File: src/rtl/mgate_pkg.sv
package mgate_pkg;

  localparam int unsigned MG_DEPTH = 16;
  localparam int unsigned MG_BID_W = 8;

  // Modular "at or beyond" test: the difference (id - point), taken modulo
  // 2^w, lies in the lower half of the ID space.
  function automatic logic bid_at_or_beyond(input logic [31:0] diff, input int unsigned msb);
    return ~diff[msb];
  endfunction

endpackage

File: src/rtl/mgate_slot_alloc.sv
module mgate_slot_alloc #(
  parameter int unsigned DEPTH = 16,
  localparam int unsigned IDX_W = $clog2(DEPTH)
) (
  input  logic [DEPTH-1:0] valid_vec,
  output logic             has_free,
  output logic [IDX_W-1:0] free_idx
);

  // Lowest-numbered free slot wins.
  always_comb begin
    has_free = 1'b0;
    free_idx = '0;
    for (int i = DEPTH - 1; i >= 0; i--) begin
      if (!valid_vec[i]) begin
        has_free = 1'b1;
        free_idx = IDX_W'(i);
      end
    end
  end

endmodule

File: src/rtl/mgate_entry_bank.sv
module mgate_entry_bank
  import mgate_pkg::*;
#(
  parameter int unsigned DEPTH = 16,
  parameter int unsigned BID_W = 8,
  localparam int unsigned IDX_W = $clog2(DEPTH)
) (
  input  logic                              clk,
  input  logic                              rst_n,
  input  logic                              alloc_fire,
  input  logic [IDX_W-1:0]                  alloc_idx,
  input  logic [BID_W-1:0]                  alloc_bid,
  input  logic                              dealloc_en,
  input  logic [IDX_W-1:0]                  dealloc_idx,
  input  logic                              issue_fire,
  input  logic [IDX_W-1:0]                  issue_idx,
  input  logic [BID_W-1:0]                  thr_bid_in,
  input  logic                              thr_flag_in,
  output logic                              flag_q,
  output logic [DEPTH-1:0]                  valid_vec,
  output logic [DEPTH-1:0]                  issued_vec,
  output logic [DEPTH-1:0]                  stall_vec,
  output logic [DEPTH-1:0][BID_W-1:0]       bid_vec
);

  logic [BID_W-1:0] thr_q;
  logic             remark;
  logic [BID_W-1:0] new_diff;
  logic             new_stall;

  // Registered throttle point; any difference from the input is an update.
  always_ff @(posedge clk) begin
    if (!rst_n) begin
      thr_q  <= '0;
      flag_q <= 1'b0;
    end else begin
      thr_q  <= thr_bid_in;
      flag_q <= thr_flag_in;
    end
  end

  assign remark    = (thr_bid_in != thr_q) || (thr_flag_in != flag_q);
  assign new_diff  = alloc_bid - thr_bid_in;
  assign new_stall = bid_at_or_beyond(32'(new_diff), BID_W - 1);

  for (genvar g = 0; g < DEPTH; g++) begin : g_slot
    logic [BID_W-1:0] cur_diff;
    logic             cur_stall;
    logic             hit_alloc;
    logic             hit_free;
    logic             hit_issue;

    assign cur_diff  = bid_vec[g] - thr_bid_in;
    assign cur_stall = bid_at_or_beyond(32'(cur_diff), BID_W - 1);
    assign hit_alloc = alloc_fire && (alloc_idx == IDX_W'(g));
    assign hit_free  = dealloc_en && (dealloc_idx == IDX_W'(g));
    assign hit_issue = issue_fire && (issue_idx == IDX_W'(g));

    always_ff @(posedge clk) begin
      if (!rst_n) begin
        valid_vec[g]  <= 1'b0;
        issued_vec[g] <= 1'b0;
        stall_vec[g]  <= 1'b0;
        bid_vec[g]    <= '0;
      end else if (hit_alloc) begin
        valid_vec[g]  <= 1'b1;
        issued_vec[g] <= 1'b0;
        stall_vec[g]  <= new_stall;
        bid_vec[g]    <= alloc_bid;
      end else begin
        if (hit_free)  valid_vec[g]  <= 1'b0;
        if (hit_issue) issued_vec[g] <= 1'b1;
        if (remark && valid_vec[g]) stall_vec[g] <= cur_stall;
      end
    end
  end


  dealloc_clears_chk: assert property (@(posedge clk) disable iff (!rst_n)
    (dealloc_en && !(alloc_fire && alloc_idx == dealloc_idx)) |=> !valid_vec[$past(dealloc_idx)]);


  alloc_occupies_chk: assert property (@(posedge clk) disable iff (!rst_n)
    alloc_fire |=> (valid_vec[$past(alloc_idx)] && !issued_vec[$past(alloc_idx)]));

endmodule

File: src/rtl/mgate_age_pick.sv
module mgate_age_pick #(
  parameter int unsigned DEPTH = 16,
  localparam int unsigned IDX_W = $clog2(DEPTH)
) (
  input  logic             clk,
  input  logic             rst_n,
  input  logic             alloc_fire,
  input  logic [IDX_W-1:0] alloc_idx,
  input  logic [DEPTH-1:0] elig_vec,
  output logic             pick_valid,
  output logic [IDX_W-1:0] pick_idx
);

  // older_q[j][i] set: slot j was allocated before slot i.
  logic [DEPTH-1:0] older_q [DEPTH];
  logic [DEPTH-1:0] grant;

  always_ff @(posedge clk) begin
    if (!rst_n) begin
      for (int j = 0; j < DEPTH; j++) older_q[j] <= '0;
    end else if (alloc_fire) begin
      for (int j = 0; j < DEPTH; j++) begin
        older_q[j][alloc_idx] <= (IDX_W'(j) != alloc_idx);
      end
      for (int i = 0; i < DEPTH; i++) begin
        if (IDX_W'(i) != alloc_idx) older_q[alloc_idx][i] <= 1'b0;
      end
    end
  end

  for (genvar g = 0; g < DEPTH; g++) begin : g_grant
    logic [DEPTH-1:0] beats_me;
    always_comb begin
      for (int j = 0; j < DEPTH; j++) beats_me[j] = older_q[j][g];
    end
    assign grant[g] = elig_vec[g] && ((elig_vec & beats_me) == '0);
  end

  always_comb begin
    pick_valid = |grant;
    pick_idx   = '0;
    for (int i = 0; i < DEPTH; i++) begin
      if (grant[i]) pick_idx = IDX_W'(i);
    end
  end


  single_grant_chk: assert property (@(posedge clk) disable iff (!rst_n)
    $onehot0(grant));


  grant_when_any_chk: assert property (@(posedge clk) disable iff (!rst_n)
    (elig_vec != '0) |-> pick_valid);

endmodule

File: src/rtl/blkid_mem_gate.sv
module blkid_mem_gate
  import mgate_pkg::*;
#(
  parameter int unsigned DEPTH = MG_DEPTH,
  parameter int unsigned BID_W = MG_BID_W,
  localparam int unsigned IDX_W = $clog2(DEPTH)
) (
  input  logic             clk,
  input  logic             rst_n,
  input  logic [BID_W-1:0] thr_bid,
  input  logic             thr_flag,
  input  logic             alloc_valid,
  output logic             alloc_ready,
  input  logic [BID_W-1:0] alloc_bid,
  output logic [IDX_W-1:0] alloc_idx,
  input  logic             dealloc_en,
  input  logic [IDX_W-1:0] dealloc_idx,
  input  logic [DEPTH-1:0] entry_ready,
  output logic             issue_valid,
  input  logic             issue_ready,
  output logic [IDX_W-1:0] issue_idx,
  output logic [BID_W-1:0] issue_bid
);

  logic                        flag_q;
  logic [DEPTH-1:0]            valid_vec;
  logic [DEPTH-1:0]            issued_vec;
  logic [DEPTH-1:0]            stall_vec;
  logic [DEPTH-1:0][BID_W-1:0] bid_vec;
  logic [DEPTH-1:0]            elig_vec;
  logic                        alloc_fire;
  logic                        issue_fire;

  assign alloc_fire = alloc_valid && alloc_ready;
  assign issue_fire = issue_valid && issue_ready;

  mgate_slot_alloc #(.DEPTH(DEPTH)) u_alloc (
    .valid_vec (valid_vec),
    .has_free  (alloc_ready),
    .free_idx  (alloc_idx)
  );

  mgate_entry_bank #(.DEPTH(DEPTH), .BID_W(BID_W)) u_bank (
    .clk         (clk),
    .rst_n       (rst_n),
    .alloc_fire  (alloc_fire),
    .alloc_idx   (alloc_idx),
    .alloc_bid   (alloc_bid),
    .dealloc_en  (dealloc_en),
    .dealloc_idx (dealloc_idx),
    .issue_fire  (issue_fire),
    .issue_idx   (issue_idx),
    .thr_bid_in  (thr_bid),
    .thr_flag_in (thr_flag),
    .flag_q      (flag_q),
    .valid_vec   (valid_vec),
    .issued_vec  (issued_vec),
    .stall_vec   (stall_vec),
    .bid_vec     (bid_vec)
  );

  // Stall bits only gate the pick while the registered flag is raised.
  assign elig_vec = valid_vec & ~issued_vec & entry_ready
                  & ~({DEPTH{flag_q}} & stall_vec);

  mgate_age_pick #(.DEPTH(DEPTH)) u_pick (
    .clk        (clk),
    .rst_n      (rst_n),
    .alloc_fire (alloc_fire),
    .alloc_idx  (alloc_idx),
    .elig_vec   (elig_vec),
    .pick_valid (issue_valid),
    .pick_idx   (issue_idx)
  );

  assign issue_bid = bid_vec[issue_idx];


  throttle_mask_chk: assert property (@(posedge clk) disable iff (!rst_n)
    (issue_valid && flag_q) |-> !stall_vec[issue_idx]);


  no_reissue_chk: assert property (@(posedge clk) disable iff (!rst_n)
    issue_fire |=> !(issue_valid && issue_idx == $past(issue_idx)));


  ready_gate_chk: assert property (@(posedge clk) disable iff (!rst_n)
    issue_valid |-> entry_ready[issue_idx]);


  free_after_dealloc_chk: assert property (@(posedge clk) disable iff (!rst_n)
    (dealloc_en && valid_vec[dealloc_idx]) |=> alloc_ready);

endmodule

File: config.mk
export PLATFORM = sky130hd
export DESIGN_NAME = blkid_mem_gate
export DESIGN_NICKNAME = d
export VERILOG_FILES = /design/src/rtl/mgate_pkg.sv /design/src/rtl/mgate_slot_alloc.sv /design/src/rtl/mgate_entry_bank.sv /design/src/rtl/mgate_age_pick.sv /design/src/rtl/blkid_mem_gate.sv
export SDC_FILE = /design/constraint.sdc
export NUM_CORES = 1
export LEC_CHECK = 0
export ABC_AREA = 1
export BUFFER_PORTS_ARGS = -buffer_cell sky130_fd_sc_hd__buf_2
export CAP_MARGIN = 20
export CORE_ASPECT_RATIO = 1.1
export CORE_MARGIN = 2
export CORE_UTILIZATION = 30
export CTS_CLUSTER_SIZE = 25
export DETAILED_ROUTE_END_ITERATION = 6
export SLEW_MARGIN = 15
export SYNTH_ARGS = -nofsm -noshare
export SYNTH_HDL_FRONTEND = slang
export SYNTH_SLANG_ARGS = --single-unit
File: constraint.sdc
create_clock -name clk -period 5.47 [get_ports clk]
set_clock_uncertainty 0.15 [all_clocks]
set_input_delay 0.2735 -clock clk [delete_from_list [all_inputs] [get_ports clk]]
set_output_delay 0.2735 -clock clk [all_outputs]
set_load 0.01 [all_outputs]
==> impl_metrics.py <==
metrics = {
    "flow_run": {
        "max_cap_viol_count": 0,
    },
    "setup_path": {
        "timing.rr.start": "u_bank.flag_q",
        "cp.required_ps": 5050,
        "crit_path_max_incr_delay_ps": 780,
        "cp_common_cell": "nand2_1",
        "worstPathMaxFanout": 68,
        "crit_path_end_kind": "primary output",
        "cp-start-kind": "flop",
        "reg2reg_depth": 15,
        "slowest_stage": "dfxtp_1",
        "path_class": "flop to primary output",
        "arrival_ps": 4730,
        "r2r_setup_slack_ps": 960,
        "crit_path_end": "issue_bid[0]",
        "worst_setup_path_startpoint": "u_bank.flag_q",
        "r2r-end": "u_bank.issued_vec[12]",
    },
    "place": {
        "portBuffers": 59,
        "hpwlAfterDp_um": 59900,
        "gp_congestion": 0.969,
        "dpl.cell_count": 3795,
        "dp_slack_ps": 1070,
    },
    "detailed_routing": {
        "drtAntennaViolNets": 0,
        "drcViolationCount": 0,
        "via_per_inst": 5.22,
        "wirelength_um": 83800,
        "num_vias": 20300,
        "wl_per_cell_um": 21.5,
        "drt_iter0_markers": 2499,
        "first_pass_iters": 5,
    },
    "sta": {
        "fin_ws_ps": 312,
        "drv_slew": 0,
        "setup_viol": 0,
        "worst_pin_slew_ps": 1110,
        "relSlewSlack_pct": 25.8,
        "tns_ps": 0,
        "min_period_ps": 5160,
        "rsz0062_at_grt": "no",
        "fin_crit_sh_pct": 94.3,
        "max_freq_mhz": 194,
        "final_hold_viol_count": 0,
    },
    "global_routing": {
        "grtUsageTotal_pct": 22.7,
        "grt_pass1_vias": 19000,
        "grt_pass1_wl_um": 123000,
        "overflow": 0,
        "grt_max_degree": 69,
        "antenna_found_initial": 3,
    },
    "floorplanning": {
        "die_area_um2": 72100,
        "die_w_um": 256,
        "die_y_um": 281,
        "io_pins": 60,
        "start_util_pct": 30.4,
        "rows": 101,
        "design.core.area_um2": 69100,
    },
    "layout": {
        "drive_above_1_share_pct": 8.76,
        "finalNonFillerCells": 3897,
        "syn_to_final_growth_pct": 14.7,
        "nNetsFinal": 3079,
    },
    "synthesis": {
        "synth-edff-count": 0,
        "syn_nets": 3016,
        "yosys.area.top_type": "dfxtp_1",
        "synthDistinctLibCells": 51,
        "yosysTopAreaCellShare_pct": 42.0,
        "avgSynthCellArea_um2": 7.31,
        "ys_warn_count": 0,
        "synth-seq-area-share_pct": 42.0,
        "async_reset_ff_share_pct": 0,
        "syn_inst": 2872,
        "synth-main-ff-cell": "dfxtp_1",
        "synth_most_common_cell": "nand2_1",
        "yosys-top-cells-area": "dfxtp_1 (42%), nand2_1 (13%), inv_1 (7.1%)",
        "syn_area_um2": 21000,
        "synthTopCellsByCount": "nand2_1 (745), dfxtp_1 (441), inv_1 (399), nor2_1 (173), a21oi_1 (157)",
        "ys_ff_latch": 441,
    },
    "clock_tree": {
        "cts_tree": "done",
        "h-tree-depth": 2,
        "clockBufferDepth": 3,
        "postCtsSetupRepairBufs": 0,
        "cts_sinks": 441,
        "clock_latency_ps": 620,
        "cts-root-buf": "clkbuf_16",
        "clk_pin_slew_ps": 60,
        "cts_buffers": 48,
    },
    "pwr": {
        "p_per_area_nw_per_um2": 293,
        "irDropWorstVdd_uv": 213,
        "p_leak_nw": 11.3,
        "power_mw": 7.05,
    },
    "status": {
        "status": "finished, final reports clean",
    },
    "hold_path": {
        "hp-class": "primary input to flop",
    },
}
-- report_power, final --
group	total [mW]	switching (mW)	internal, mW	leakage (nW)
Sequential	3.27	0.0268	3.25	3.56
Clock	3.32	1.42	1.90	0.789
Combinational	0.448	0.333	0.116	6.91
-- critical path, delay by kind of cell, from the launching register on --
| family | cells | cell delay (ps) |
|---|---|---|
| AO/OA/AOI/OAI | 2 | 710 |
| AND/OR/NAND/NOR | 19 | 1710 |
| flip-flops | 1 | 780 |
| buffers and inverters | 5 | 870 |
-- state kept, by name, indices dropped and copies added, names as in the netlist --
name,count
u_bank.issued_vec,16
u_bank.thr_q,8
u_bank.stall_vec,16
u_pick.older_q,256
u_bank.bid_vec,128
u_bank.valid_vec,16
u_bank.flag_q,1
-- cell families (layout without fill, tap and decap cells) --
logic type / count (synthesis) / after routing / share of synthesized area, %
simple gates: 1175 / 1175 / 23.7
fa+ha+maj: 102 / 102 / 6.08
compound gates: 565 / 565 / 16.2
buf+inv: 548 / 645 / 10.3
other cells: 0 / 1 / 0
xor+xnor: 41 / 41 / 1.71
flops: 441 / 441 / 42.0
-- placed cells by master (no fill, tap or decap), drive strengths merged, types with 86 or more instances in the layout --
| cell type | synthesis | routed |
|---|---|---|
| nand3 | 156 | 156 |
| inv | 424 | 426 |
| nor2 | 183 | 183 |
| o21ai | 167 | 167 |
| dfxtp | 441 | 441 |
| ha | 102 | 102 |
| buf | 43 | 109 |
| o211ai | 86 | 86 |
| a21oi | 158 | 158 |
| nand2 | 757 | 757 |
-- layout make-up --
type / count / area, um2
sequential: 441 / 8830
fill: 7416 / 45000
clock inverter: 15 / 163
tap: 927 / 1160
inverter: 435 / 1630
timing repair buffer: 126 / 868
multi-input combinational: 1883 / 10000
antenna: 1 / 2.50
clock buffer: 69 / 1420
-- how the worst min path moves through the flow --
stage                                 from                endpoint  slack, ps  cells after the start
finish                               rst_n    u_pick.older_q[1][7]         10                      3
global route                         rst_n   u_pick.older_q[5][11]         40                      2
CTS                                  rst_n    u_pick.older_q[1][7]       0.08                      3
detailed placement    u_pick.older_q[3][3]    u_pick.older_q[3][3]        270                      2
global placement    u_pick.older_q[10][10]  u_pick.older_q[10][10]        260                      2
floorplan                       thr_bid[6]         u_bank.thr_q[6]        220                      2
-- stage by stage --
step	hold slack (ps)	instance area, um2	util, %
2_1_floorplan	217	21000	-
5_1_grt	35.9	24100	34.8
3_5_place_dp	271	22300	32.3
6_report	12.1	24100	34.8
4_1_cts	0.0844	24100	34.8
3_3_place_gp	262	22300	32.3
-- per-layer routing --
metal  part of all wire [%]  GRT usage, %  up-vias  routed length (um)
met5                  0.031             0        -                  26
met4                    6.8          14.2        4                5660
met3                    8.1          3.93      278                6790
met2                     45          36.3      959               37400
met1                     40          28.5     9571               33900
li1                       -             -     9526                   -
-- repair_timing --
| item | in CTS | in global routing |
|---|---|---|
| gates resized for setup | 0 | 0 |
| hold buffers | 17 | 0 |
| endpoints found under the hold margin | 20 | 0 |
No activity file was read; power rests on OpenSTA's default activity.
